File: src/rtl/ptmr_pkg.sv
package ptmr_pkg;
  localparam int unsigned BUS_W  = 32;
  localparam int unsigned ADDR_W = 4;
  localparam int unsigned SEL_W  = 3;
  localparam int unsigned N_SEL  = 1 << SEL_W;
  localparam int unsigned PSC_W  = 12;

  localparam logic [1:0] IDX_CTRL  = 2'd0;
  localparam logic [1:0] IDX_THRES = 2'd1;
  localparam logic [1:0] IDX_CNT   = 2'd2;
  localparam logic [1:0] IDX_CAP   = 2'd3;

  localparam int unsigned B_EN    = 0;
  localparam int unsigned B_IRQM  = 4;
  localparam int unsigned B_IRQC  = 5;
  localparam int unsigned B_RISE  = 6;
  localparam int unsigned B_FALL  = 7;
  localparam int unsigned B_FILT  = 8;
  localparam int unsigned B_MFLAG = 30;
  localparam int unsigned B_CFLAG = 31;

  typedef struct packed {
    logic             filt;
    logic             fall;
    logic             rise;
    logic             irqc;
    logic             irqm;
    logic [SEL_W-1:0] sel;
    logic             en;
  } ctrl_t;

  // log2 of the division ratio for each select value
  function automatic int unsigned psc_shift(logic [SEL_W-1:0] s);
    case (s)
      3'd0:    return 1;
      3'd1:    return 2;
      3'd2:    return 3;
      3'd3:    return 6;
      3'd4:    return 7;
      3'd5:    return 10;
      3'd6:    return 11;
      default: return 12;
    endcase
  endfunction
endpackage

File: src/rtl/ptmr_prescaler.sv
module ptmr_prescaler
  import ptmr_pkg::*;
(
  input  logic             clk_i,
  input  logic             rst_ni,
  input  logic             en_i,
  input  logic [SEL_W-1:0] sel_i,
  output logic             tick_o
);
  logic [PSC_W-1:0] psc_q;
  logic [PSC_W-1:0] mask_tab [N_SEL];

  for (genvar g = 0; g < N_SEL; g++) begin : g_mask
    assign mask_tab[g] = PSC_W'((32'd1 << psc_shift(SEL_W'(g))) - 32'd1);
  end

  always_ff @(posedge clk_i or negedge rst_ni) begin
    if (!rst_ni)   psc_q <= '0;
    else if (en_i) psc_q <= psc_q + 1'b1;
    else           psc_q <= '0;
  end

  assign tick_o = en_i && ((psc_q & mask_tab[sel_i]) == mask_tab[sel_i]);
endmodule

File: src/rtl/ptmr_counter.sv
module ptmr_counter
  import ptmr_pkg::*;
#(
  parameter int unsigned CNT_W = 32
) (
  input  logic             clk_i,
  input  logic             rst_ni,
  input  logic             tick_i,
  input  logic [CNT_W-1:0] thres_i,
  input  logic             wr_i,
  input  logic [CNT_W-1:0] wdata_i,
  input  logic             cap_evt_i,
  output logic [CNT_W-1:0] cnt_o,
  output logic [CNT_W-1:0] cap_o,
  output logic             match_o
);
  logic [CNT_W-1:0] cnt_q, cap_q;
  logic             hit;

  assign hit     = (cnt_q == thres_i);
  assign match_o = tick_i && hit && !wr_i;

  always_ff @(posedge clk_i or negedge rst_ni) begin
    if (!rst_ni)     cnt_q <= '0;
    else if (wr_i)   cnt_q <= wdata_i;
    else if (tick_i) cnt_q <= hit ? '0 : cnt_q + 1'b1;
  end

  always_ff @(posedge clk_i or negedge rst_ni) begin
    if (!rst_ni)        cap_q <= '0;
    else if (cap_evt_i) cap_q <= cnt_q;
  end

  assign cnt_o = cnt_q;
  assign cap_o = cap_q;
endmodule

File: src/rtl/ptmr_regs.sv
module ptmr_regs
  import ptmr_pkg::*;
#(
  parameter int unsigned CNT_W = 32
) (
  input  logic              clk_i,
  input  logic              rst_ni,
  input  logic              bus_we_i,
  input  logic [ADDR_W-1:0] bus_addr_i,
  input  logic [BUS_W-1:0]  bus_wdata_i,
  output logic [BUS_W-1:0]  bus_rdata_o,
  input  logic [CNT_W-1:0]  cnt_i,
  input  logic [CNT_W-1:0]  cap_i,
  input  logic              match_i,
  input  logic              cap_evt_i,
  output ctrl_t             ctrl_o,
  output logic [CNT_W-1:0]  thres_o,
  output logic              cnt_wr_o,
  output logic              mflag_o,
  output logic              cflag_o,
  output logic              irq_o
);
  logic [1:0] idx;
  logic       addr_unused;
  logic       we_ctrl, we_thres;
  ctrl_t      ctrl_q;
  logic [CNT_W-1:0] thres_q;
  logic       mflag_q, cflag_q;
  logic       m_clr, c_clr;

  assign idx         = bus_addr_i[3:2];
  assign addr_unused = ^bus_addr_i[1:0];
  assign we_ctrl     = bus_we_i && (idx == IDX_CTRL);
  assign we_thres    = bus_we_i && (idx == IDX_THRES);
  assign cnt_wr_o    = bus_we_i && (idx == IDX_CNT);
  assign m_clr       = we_ctrl && !bus_wdata_i[B_MFLAG];
  assign c_clr       = we_ctrl && !bus_wdata_i[B_CFLAG];

  always_ff @(posedge clk_i or negedge rst_ni) begin
    if (!rst_ni)      ctrl_q <= '0;
    else if (we_ctrl) ctrl_q <= ctrl_t'(bus_wdata_i[B_FILT:0]);
  end

  always_ff @(posedge clk_i or negedge rst_ni) begin
    if (!rst_ni)       thres_q <= '0;
    else if (we_thres) thres_q <= bus_wdata_i[CNT_W-1:0];
  end

  // hardware set wins over a same-cycle clear
  always_ff @(posedge clk_i or negedge rst_ni) begin
    if (!rst_ni) begin
      mflag_q <= 1'b0;
      cflag_q <= 1'b0;
    end else begin
      mflag_q <= (mflag_q && !m_clr) || match_i;
      cflag_q <= (cflag_q && !c_clr) || cap_evt_i;
    end
  end

  always_comb begin
    bus_rdata_o = '0;
    case (idx)
      IDX_CTRL: begin
        bus_rdata_o[B_FILT:0] = ctrl_q;
        bus_rdata_o[B_MFLAG]  = mflag_q;
        bus_rdata_o[B_CFLAG]  = cflag_q;
      end
      IDX_THRES: bus_rdata_o = BUS_W'(thres_q);
      IDX_CNT:   bus_rdata_o = BUS_W'(cnt_i);
      default:   bus_rdata_o = BUS_W'(cap_i);
    endcase
  end

  assign ctrl_o  = ctrl_q;
  assign thres_o = thres_q;
  assign mflag_o = mflag_q;
  assign cflag_o = cflag_q;
  assign irq_o   = (mflag_q && ctrl_q.irqm) || (cflag_q && ctrl_q.irqc);
endmodule

File: src/rtl/ptmr_top.sv
module ptmr_top
  import ptmr_pkg::*;
#(
  parameter int unsigned CNT_W = 32
) (
  input  logic              clk_i,
  input  logic              rst_ni,
  input  logic              bus_we_i,
  input  logic [ADDR_W-1:0] bus_addr_i,
  input  logic [BUS_W-1:0]  bus_wdata_i,
  output logic [BUS_W-1:0]  bus_rdata_o,
  input  logic              cap_evt_i,
  output logic              cap_rise_o,
  output logic              cap_fall_o,
  output logic              cap_filt_o,
  output logic              irq_o
);
  ctrl_t            ctrl;
  logic [CNT_W-1:0] thres_q, cnt_q, cap_q;
  logic             cnt_wr, tick, match_evt, mflag, cflag;

  ptmr_regs #(.CNT_W(CNT_W)) u_regs (
    .clk_i       (clk_i),
    .rst_ni      (rst_ni),
    .bus_we_i    (bus_we_i),
    .bus_addr_i  (bus_addr_i),
    .bus_wdata_i (bus_wdata_i),
    .bus_rdata_o (bus_rdata_o),
    .cnt_i       (cnt_q),
    .cap_i       (cap_q),
    .match_i     (match_evt),
    .cap_evt_i   (cap_evt_i),
    .ctrl_o      (ctrl),
    .thres_o     (thres_q),
    .cnt_wr_o    (cnt_wr),
    .mflag_o     (mflag),
    .cflag_o     (cflag),
    .irq_o       (irq_o)
  );

  ptmr_prescaler u_psc (
    .clk_i  (clk_i),
    .rst_ni (rst_ni),
    .en_i   (ctrl.en),
    .sel_i  (ctrl.sel),
    .tick_o (tick)
  );

  ptmr_counter #(.CNT_W(CNT_W)) u_cnt (
    .clk_i     (clk_i),
    .rst_ni    (rst_ni),
    .tick_i    (tick),
    .thres_i   (thres_q),
    .wr_i      (cnt_wr),
    .wdata_i   (bus_wdata_i[CNT_W-1:0]),
    .cap_evt_i (cap_evt_i),
    .cnt_o     (cnt_q),
    .cap_o     (cap_q),
    .match_o   (match_evt)
  );

  assign cap_rise_o = ctrl.rise;
  assign cap_fall_o = ctrl.fall;
  assign cap_filt_o = ctrl.filt;
endmodule

File: config.mk
export PLATFORM = sky130hd
export DESIGN_NAME = ptmr_top
export DESIGN_NICKNAME = d
export VERILOG_FILES = /design/src/rtl/ptmr_pkg.sv /design/src/rtl/ptmr_prescaler.sv /design/src/rtl/ptmr_counter.sv /design/src/rtl/ptmr_regs.sv /design/src/rtl/ptmr_top.sv
export SDC_FILE = /design/constraint.sdc
export NUM_CORES = 1
export LEC_CHECK = 0
export BUFFER_PORTS_ARGS = -buffer_cell sky130_fd_sc_hd__buf_2
export CORE_ASPECT_RATIO = 0.7
export CORE_MARGIN = 1.5
export CORE_UTILIZATION = 55
export CTS_CLUSTER_DIAMETER = 80
export DETAILED_ROUTE_END_ITERATION = 8
export PLACE_DENSITY = 0.76
export SYNTH_ARGS = -nofsm -noshare
export SYNTH_HDL_FRONTEND = slang
export SYNTH_HIERARCHICAL = 1
export SYNTH_SLANG_ARGS = --single-unit
File: constraint.sdc
create_clock -name clk_i -period 6.2 [get_ports clk_i]
set_input_delay 0.31 -clock clk_i [delete_from_list [all_inputs] [get_ports clk_i]]
set_output_delay 0.31 -clock clk_i [all_outputs]
set_load 0.02 [all_outputs]
==> metrics.md, run 1 <==
| Metric | Value |
|---|---|
| Status | `complete, no violations` |
| Diodes inserted | `0` |
| Routability Congestion | `0.871` |
| Seq cells post-synth | `119` |
| Initial Util | `56.4%` |
| TritonCTS Buffers | `17` |
| Logic gate share of total power | `21.9%` |
| Avg Cell Area, Syn | `11.3 µm²` |
| Clock Power Share | `40.3%` |
| Clock sink total | `119` |
| Synth-to-Final Area Change | `14.5%` |
| Rel. slew slack | `20.6%` |
| Most frequent cell after synthesis | `dfrtp_1` |
| Synth warnings | `6` |
| CP Data Required Time | `6550 ps` |
| Leak pwr | `3.43 nW` |
| Setup crit start kind | `register` |
| Final Critical Period | `roughly 3100 ps` |
| DP HPWL | `11.6 mm` |
| WL/cell | `roughly 21 µm` |
| WP data arrival | `3490 ps` |
| Total power divided by cell area | `between 300 and 400 nW/µm²` |
| Finish-stage setup viols | `0` |
| Fin nets | `708` |
| Switching Share | `approximately 29%` |
| Number of synthesized flops with an enable pin | `0` |
| Initial antenna violation count | `0` |
| Residual DRC | `0` |
| Post-synth top flop | `dfrtp_1` |
| Max-Cap Viols | `0` |
| Synth top area share | `between 40% and 50%` |
| Number of global-route vias before repair | `5,498` |
| Iteration-0 DRC Markers | `just under 600` |
| Total grt overflow | `0` |
| CTS root buf | `clkbuf_16` |
| Unique masters post-synth | `70` |
| Layout cell share with drive strength beyond 1 | `between 30 and 40%` |
| Psw | `between 0.7 and 0.8 mW` |
| Reg power frac | `37.9%` |
| Clk slew on worst S/H paths | `roughly 50 ps` |
| Core footprint | `12,400 µm²` |
| CP Capture Type | `register` |
| Internal | `1.93 mW` |
| All-Layer GR Usage | `between 20% and 30%` |
| Port Buffers | `73` |
| CTS H-tree lvls | `4` |
| Max-slew violation count | `0` |
| Final period util | `50.7%` |
| Total die area | `about 13,000 µm²` |
| Global-route wire length before repair | `29.0 mm` |
| Post_cts resized | `0` |
| Rows | `34` |
| Critical path class | `reg -> reg` |
| Sequential-to-total area share from yosys stat | `between 40% and 50%` |
| Synth top area cells | `dfrtp_1 (43%), mux2_2 (11%), mux2_4 (6.5%)` |
| Longest Clk Path Bufs | `2` |
| Die height | `97.2 µm` |
| Drt pass-1 iters | `5` |
| Synth top cells by count | `dfrtp_1 (119), mux2_2 (67), xor2_1 (36), mux2_4 (30), nand2_1 (29)` |
| Die width | `138 µm` |
| Slew at the pin with the worst max-slew slack | `1180 ps` |
| CP max FO | `36` |
| Final Hold Fails | `0` |
| Post-Syn Area | `6980 µm²` |
| Fillers | `925` |
| Peak Freq | `0.318 GHz` |
| Synth Instances | `approximately 620` |
| Total Wirelength | `18.0 mm` |
| Largest area contributor in the netlist | `dfrtp_1` |
| CTS tree | `built` |
| Worst VDD drop | `0.000223 V` |
| Syn nets | `658` |
| Vias | `5,361` |
| Largest net degree at the start of global routing | `84` |
| Final clock skew | `approximately 8.6 ps` |
| I/O pin cnt | `76` |
| CTS Hold Bufs | `1` |
| Via density | `6.38` |
| RSZ-0062 raised after global routing | `false` |
| Setup TNS | `0 ps` |
| Post-CTS Setup Inserts | `0` |
| Worst Hold Class | `in -> reg` |
| Final Util | `approximately 65%` |
| Antenna-violating nets left | `0` |
| Synth async-reset ratio | `100%` |
| Clk Latency, worst-skew pair | `410 ps` |
## final timing paths
| kind | slack (ps) | endpoint | depth (start not counted) | startpoint |
|---|---|---|---|---|
| min | 140 | u_cnt/cnt_o[24]$_DFFE_PN0P_ | 2 | bus_wdata_i[24] |
| min in group asynchronous | 420 | u_regs/thres_o[29]$_DFFE_PN0P_ | 2 | rst_ni |
| max reg2reg | 3060 | u_cnt/cnt_o[9]$_DFFE_PN0P_ | 9 | u_psc/psc_q[3]$_DFF_PN0_ |
| max in group asynchronous | 4330 | u_regs/thres_o[8]$_DFFE_PN0P_ | 3 | rst_ni |
| min reg2reg | 500 | u_cnt/cap_o[19]$_DFFE_PN0P_ | 1 | u_cnt/cap_o[19]$_DFFE_PN0P_ |
| max | 3060 | u_cnt/cnt_o[9]$_DFFE_PN0P_ | 9 | u_psc/psc_q[3]$_DFF_PN0_ |
## metal layers
layer	vias up	GRT usage, %	wire (µm)
met5	-	0	0
met4	0	9.47	315
met3	30	8.61	1360
met2	236	41.5	8080
met1	2709	40.5	8220
li1	2386	-	-
## cells in the final DEF, fill, tap and decap left out, drive strengths merged, types with 5 or more instances in the layout
cell / count
mux2: 97
inv: 12
or4: 5
a21oi: 28
clkbuf: 24
or3: 10
nor3: 8
dfrtp: 119
nand2: 29
o21ai: 22
a31oi: 6
nor2: 21
nand4: 10
nand3: 21
mux4: 11
and2: 10
nor2b: 6
buf: 77
and3: 8
o22a: 7
xor2: 36
nor4: 13
a22o: 23
a2bb2oi: 9
## sequential cells by signal, summed over array words and instances (netlist names)
register and cells:
u_regs/ctrl_o 9, u_cnt/cap_o 32, u_regs/thres_o 32, u_psc/psc_q 12, u_cnt/cnt_o 32, u_regs/mflag_o 1, u_regs/cflag_o 1
## worst max-delay path, cell delays in order, from the launching register on
cell	delay (ps)
dfrtp_1	460
nand3_1	150
o21bai_1	200
a211oi_2	260
o2111a_1	590
clkinv_1	170
buf_4	300
or4_1	530
a21oi_1	230
o22a_1	180
## layout make-up
| class | count | area [µm²] | area share (%) |
|---|---|---|---|
| tap | 162 | 203 | 2.54 |
| sequential | 119 | 2980 | 37.3 |
| clock buffer | 24 | 522 | 6.53 |
| timing repair buffer | 78 | 408 | 5.10 |
| clock inverter | 7 | 138 | 1.72 |
| multi-input combinational | 437 | 3690 | 46.2 |
| inverter | 13 | 48.8 | 0.611 |
## power groups by stage
stage | Sequential [mW] | Combinational (mW) | Clock [mW]
global route | 1.04 | 0.634 | 1.14
finish | 1.02 | 0.592 | 1.09
floorplan | 0.985 | 0.446 | 0
global placement | 1.02 | 0.563 | 0
detailed placement | 1.03 | 0.579 | 0
CTS | 1.02 | 0.587 | 1.10
## kinds of logic after synthesis
kind of cell / count (synthesis) / share of synthesized area, %
AOI/OAI and AO/OA: 127 / 13.0
xor gates and xnor gates: 39 / 4.89
adders and majority gates: 2 / 0.358
buffers and inverters: 60 / 4.41
DFF: 119 / 42.7
muxes: 109 / 21.0
and+or+nand+nor: 160 / 13.7
## stage by stage
step	setup slack, ps	power, mW	instances	cell area (µm²)	hold slack, ps
final	3060	2.70	840	7990	142
after floorplan	3940	1.43	616	6980	14.4
after CTS	3160	2.71	840	7990	131
after global placement	3180	1.58	808	7320	295
after detailed placement	3070	1.61	808	7320	312
after global routing	2930	2.82	840	7990	130
No activity file was read; power rests on OpenSTA's default activity.
==> inputs of run 2 (changes only) <==
Settings changed: ABC_AREA set to 1.
Clock period 6.2 ns to 2.9 ns, I/O delays scaled along.
==> run 2 against run 1 <==
Against the previous run:
- fmax is 46% higher
- clock skew is 5.4 ps higher
- combinational power is 110% higher
- clock power is 110% higher
- first-iteration DRC count is 1.9% lower
- highest routed layer unchanged
==> metrics.md, run 2 <==
| Metric | Value |
|---|---|
| Status | `complete, no violations` |
| Buf/Inv on CP | `2` |
| Most common cell after layout, fill and taps aside | `nand2_1` |
| Most frequent cells in the layout | `nand2_1 (315), dfrtp_1 (119), nand3_1 (81), nor2_1 (73), buf_2 (72)` |
| Sequential-to-total area share from yosys stat | `42.6%` |
| Reg power frac | `39.7%` |
| Worst Hold Class | `in -> reg` |
| Initial Util | `56.2%` |
| Rows | `34` |
| Synth top area cells | `dfrtp_1 (43%), nand2_1 (17%), nand3_1 (5.8%)` |
| All-Layer GR Usage | `29.9%` |
| Rel. slew slack | `38.3%` |
| Max-Cap Viols | `0` |
| CTS H-tree lvls | `4` |
| Drt pass-1 iters | `7` |
| Residual DRC | `0` |
| Final Hold Fails | `0` |
| Syn nets | `around 950` |
| CP Data Required Time | `3230 ps` |
| Clk slew on worst S/H paths | `around 60 ps` |
| Slowest-stage cell, CP | `dfrtp_1` |
| CP Capture Type | `register` |
| Final clock skew | `approximately 14 ps` |
| Worst VDD drop | `between 0.0004 and 0.0005 V` |
| Most frequent cell after synthesis | `nand2_1` |
| WHS | `slightly below 20 ps` |
| Antenna-violating nets left | `0` |
| Clock Power Share | `38.7%` |
| Final Critical Period | `2150 ps` |
| Number of synthesized flops with an enable pin | `0` |
| DP HPWL | `12.4 mm` |
| Largest net degree at the start of global routing | `51` |
| Clock sink total | `119` |
| Psw | `1.85 mW` |
| Diodes inserted | `0` |
| Total Wirelength | `18.7 mm` |
| Avg Cell Area, Syn | `7.74 µm²` |
| Logic gate share of total power | `21.6%` |
| CTS root buf | `clkbuf_16` |
| Clk Latency, worst-skew pair | `410 ps` |
| Hold Path Origin | `bus_wdata_i[8]` |
| Synth top cells by count | `nand2_1 (315), dfrtp_1 (119), nand3_1 (81), nor2_1 (74), inv_1 (45)` |
| TritonCTS Buffers | `17` |
| RSZ-0062 raised after global routing | `false` |
| Fin nets | `1,036` |
| I/O pin cnt | `between 70 and 80` |
| Peak Freq | `0.464 GHz` |
| Routability Congestion | `0.921` |
| Post_cts resized | `0` |
| Post-synth top flop | `dfrtp_1` |
| Via density | `5.45` |
| Die width | `approximately 140 µm` |
| Critical Path, Cell by Cell | `nand2_1 -> nand2_1 -> nand2_1 -> inv_1 -> nor2_1 -> nand2_1 -> nor2_1 -> inv_1 -> nor2_2 -> nand2_8 -> o21ai_1` |
| Final period util | `74.3%` |
| WL/cell | `16.0 µm` |
| Worst path max stage delay | `approximately 450 ps` |
| Iteration-0 DRC Markers | `573` |
| Final Util | `roughly 67%` |
| Initial antenna violation count | `0` |
| Synth-to-Final Area Change | `19.6%` |
| Die height | `97.3 µm` |
| Longest Clk Path Bufs | `2` |
| Vias | `6,363` |
| Max-slew violation count | `0` |
| Unique masters post-synth | `35` |
| CP max FO | `26` |
| Global-route wire length before repair | `31.0 mm` |
| Critical path class | `reg -> reg` |
| Finish-stage setup viols | `0` |
| Worst setup path start | `u_regs/ctrl_o[2]$_DFFE_PN0P_` |
| Switching Share | `approximately a third` |
| Setup TNS | `0 ps` |
| Seq cells post-synth | `~120` |
| Synth async-reset ratio | `100%` |
| Total die area | `13,400 µm²` |
| Port Buffers | `73` |
| Most used cell, CP | `nand2_1` |
| Layout cell share with drive strength beyond 1 | `19.0%` |
| Internal | `3.97 mW` |
| CP top delay family | `simple AND/OR/NAND/NOR gates` |
| CTS tree | `built` |
| Critical R2R Launch | `u_regs/ctrl_o[2]$_DFFE_PN0P_` |
| Setup crit start kind | `register` |
| Synth warnings | `6` |
| Largest area contributor in the netlist | `dfrtp_1` |
| Number of global-route vias before repair | `6,083` |
| Post-Syn Area | `6990 µm²` |
| Total grt overflow | `0` |
| Core footprint | `12,400 µm²` |
| Leak pwr | `3.95 nW` |
| Synth Instances | `around 900` |
| WP data arrival | `~2500 ps` |
| Total power divided by cell area | `696 nW/µm²` |
| Slew at the pin with the worst max-slew slack | `924 ps` |
| Synth top area share | `42.6%` |
-- run 2: tightest hold or removal path, cell delays in order --
cell and delay [ps]:
buf_2 120, nand2_1 60, nand2_1 70
-- run 2: final timing paths --
path                       slack, ps  cells past startpoint                            end
max reg2reg                      750                     11    u_cnt/cnt_o[21]$_DFFE_PN0P_
max in group asynchronous       1820                      3    u_cnt/cap_o[29]$_DFFE_PN0P_
min reg2reg                      490                      2   u_regs/ctrl_o[8]$_DFFE_PN0P_
max                              750                     11    u_cnt/cnt_o[21]$_DFFE_PN0P_
min                               20                      3  u_regs/thres_o[8]$_DFFE_PN0P_
min in group asynchronous        260                      2    u_cnt/cap_o[15]$_DFFE_PN0P_
-- run 2: power by group through the flow --
| stage | combinational (mW) | sequential (mW) | clock, mW |
|---|---|---|---|
| 2_1_floorplan | 0.943 | 2.20 | 0 |
| 3_3_place_gp | 1.18 | 2.31 | 0 |
| 3_5_place_dp | 1.21 | 2.33 | 0 |
| 4_1_cts | 1.25 | 2.30 | 2.27 |
| 5_1_grt | 1.40 | 2.36 | 2.35 |
| 6_report | 1.26 | 2.31 | 2.25 |
-- run 2: cell families after synthesis --
logic type      after synthesis  share of synthesized area, %
compound gates               92                          8.92
buf+inv                      98                          6.52
mux                          16                          2.58
fa+ha+maj                     2                         0.358
flops                       119                          42.6
simple gates                526                          32.7
xor+xnor                     50                          6.27
-- run 2: final cells by class --
type | count | area [µm²]
multi-input combinational | 686 | 3560
timing repair buffer | 118 | 798
tap | 162 | 203
fill | 1050 | 4060
clock inverter | 9 | 148
clock buffer | 22 | 474
inverter | 52 | 198
sequential | 119 | 2980
-- run 2: metal layers --
layer / vias up / GRT usage, % / wire length (µm)
li1: 3108 / - / -
met2: 272 / 44.8 / 8140
met4: 0 / 6.01 / 164
met3: 18 / 6.99 / 1650
met1: 2965 / 44.4 / 8760
met5: - / 0 / 0
-- run 2: repair_timing --
item,4_1_cts,5_1_grt
buffers inserted,0,0
hold endpoints to repair,69,0
endpoints found under the setup margin,0,0
hold buffers,32,0
-- run 2: stage by stage --
stage          std cells  cell area (µm²)  setup WS (ps)  power (mW)
2_1_floorplan        903             6990           1200        3.15
3_3_place_gp        1105             7420            834        3.49
3_5_place_dp        1105             7420            774        3.53
4_1_cts             1168             8360            760        5.82
5_1_grt             1168             8360            577        6.12
6_report            1168             8360            746        5.82
==> inputs of run 3 (changes only) <==
Settings changed: CORE_UTILIZATION 55 to 54, PLACE_DENSITY 0.76 to 0.78.
Clock period 2.9 ns to 1.94 ns, I/O delays scaled along.
==> run 3 against run 2 <==
Against the previous run:
- non-clock buffer count grew 20
- power grew 52%
- sequential share of layout area shrank 0.97 points
- design area grew 2.9%
- first-iteration DRC count grew 17%
- core utilization grew 1.5 points
- largest power group is now the clock network
- highest routed layer unchanged
==> metrics.md, run 3 (synthesized netlist as in run 2, its figures left out) <==
| Metric | Value |
|---|---|
| Status | `complete, no violations` |
| Peak Freq | `approximately 0.54 GHz` |
| Clk Latency, worst-skew pair | `420 ps` |
| Most common cell after layout, fill and taps aside | `nand2_1` |
| DP HPWL | `12.8 mm` |
| Total die area | `around 14,000 µm²` |
| Met2 Wirelength | `8.69 mm` |
| Die height | `98.2 µm` |
| Leak pwr | `approximately 4.1 nW` |
| Iteration-0 DRC Markers | `672` |
| PnR worst setup slack | `91.2 ps` |
| Port Buffers | `73` |
| Slew at the pin with the worst max-slew slack | `471 ps` |
| Clock sink total | `~120` |
| Critical Path, Cell by Cell | `buf_4 -> xnor2_1 -> nand2_1 -> nor2_1 -> nand2_1 -> nor2_2 -> nand2_4 -> nand2_4 -> o21ai_2` |
| Max-Cap Viols | `0` |
| Initial Util | `55.9%` |
| Slowest-stage cell, CP | `dfrtp_1` |
| Longest Clk Path Bufs | `2` |
| CTS H-tree lvls | `4` |
| Met1 WL | `about 9.1 mm` |
| Worst VDD drop | `0.000669 V` |
| Setup crit start kind | `register` |
| Fin nets | `1,057` |
| Rel. slew slack | `68.6%` |
| Final clock skew | `slightly below 9 ps` |
| WL/cell | `16.4 µm` |
| All-Layer GR Usage | `29.7%` |
| Max-slew violation count | `0` |
| Setup TNS | `0 ps` |
| Critical path class | `reg -> reg` |
| I/O pin cnt | `76` |
| Routability Congestion | `0.998` |
| Total Wirelength | `19.6 mm` |
| Global-route wire length before repair | `about 32 mm` |
| Setup WS pre-CTS | `~110 ps` |
| CP Capture Type | `register` |
| Overall power | `between 8 and 9 mW` |
| CP max FO | `13` |
| Finish-stage setup viols | `0` |
| Total power divided by cell area | `1030 nW/µm²` |
| RSZ-0062 raised after global routing | `false` |
| Die width | `139 µm` |
| Largest net degree at the start of global routing | `78` |
| Core footprint | `12,500 µm²` |
| Initial antenna violation count | `0` |
| Rows | `34` |
| Buf/Inv on CP | `1` |
| Cell Area, Placed | `~7600 µm²` |
| Number of global-route vias before repair | `6,397` |
| Most frequent cells in the layout | `nand2_1 (315), dfrtp_1 (117), nand3_1 (81), buf_2 (72), nor2_1 (72)` |
| Clk slew on worst S/H paths | `60 ps` |
| WP data arrival | `2150 ps` |
| Layout cell share with drive strength beyond 1 | `21.0%` |
| Detail Route met3 WL | `1.55 mm` |
| CP top delay family | `simple AND/OR/NAND/NOR gates` |
| Via density | `5.50` |
| Uppermost layer routed | `met4` |
| Final Critical Period | `1850 ps` |
| Fin area | `8600 µm²` |
| Drt pass-1 iters | `8` |
| FF-to-FF setup slack | `90 ps` |
| Final period util | `95.3%` |
| Synth-to-Final Area Change | `23.1%` |
| Diodes inserted | `0` |
| Final Hold Fails | `0` |
| Fillers | `1,035` |
| Total grt overflow | `0` |
| CP Data Required Time | `~2200 ps` |
| Final Util | `between 60 and 70%` |
| CTS root buf | `clkbuf_16` |
| Antenna-violating nets left | `0` |
| Worst Hold Class | `in -> reg` |
| Worst path max stage delay | `420 ps` |
| CTS tree | `built` |
| Residual DRC | `0` |
| Vias | `6,546` |
| TritonCTS Buffers | `17` |
run 3: cell types whose count changed in the layout (fill, tap and decap cells not counted), sizes merged:
cell / previous run / this run
buf: 86 / 105
clkbuf: 22 / 19
inv: 52 / 55
clkinvlp: 1 / 3
clkinv: 4 / 3
dlygate4sd3: 32 / 33
nand2: 326 / 327
run 3: layer usage:
metal	track usage, %	up-vias
met5	0	-
li1	-	3153
met2	45.7	280
met4	8.89	0
met3	5.64	33
met1	42.8	3080
run 3: layout make-up:
class                      instances  area (µm²)  share of cell area (%)
clock buffer                      19         443                    5.15
sequential                       119        2980                    34.7
inverter                          52         198                    2.30
clock inverter                    13         195                    2.27
multi-input combinational        687        3580                    41.6
tap                              162         203                    2.36
timing repair buffer             138        1000                    11.6
run 3: report_power, final:
| part | internal [mW] | switching, mW | total [mW] | leakage, nW |
|---|---|---|---|---|
| Sequential | 2.91 | 0.499 | 3.40 | 1.48 |
| Combinational | 0.868 | 1.18 | 2.04 | 2.29 |
| Clock | 2.20 | 1.22 | 3.42 | 0.301 |
| Total | 5.97 | 2.89 | 8.87 | 4.07 |
run 3: tightest hold or removal path: cells and delay by family:
kind / cells / cell delay [ps]
simple gates: 3 / 220
buf+inv: 1 / 140
run 3: metrics by stage:
stage	std cells	hold WS, ps
floorplan	903	-199
global placement	1123	-11.5
detailed placement	1123	-8.20
CTS	1188	59.3
global route	1190	87.7
finish	1190	68.5
run 3: repair_timing:
action / 4_1_cts / 5_1_grt
buffers inserted: 0 / 1
hold endpoints to repair: 191 / 0
resized for setup: 0 / 4
hold buffers: 33 / 0
setup endpoints to repair: 0 / 30
run 3: worst paths after layout:
path | from | end | cells past startpoint
setup / recovery | u_cnt/cnt_o[0]$_DFFE_PN0P_ | u_cnt/cnt_o[16]$_DFFE_PN0P_ | 9
hold / removal | bus_addr_i[3] | u_regs/ctrl_o[6]$_DFFE_PN0P_ | 4
setup reg to reg | u_cnt/cnt_o[0]$_DFFE_PN0P_ | u_cnt/cnt_o[16]$_DFFE_PN0P_ | 9
hold reg to reg | u_psc/psc_q[5]$_DFF_PN0_ | u_psc/psc_q[5]$_DFF_PN0_ | 1
max in group asynchronous | rst_ni | u_regs/ctrl_o[2]$_DFFE_PN0P_ | 3
min in group asynchronous | rst_ni | u_regs/thres_o[6]$_DFFE_PN0P_ | 2
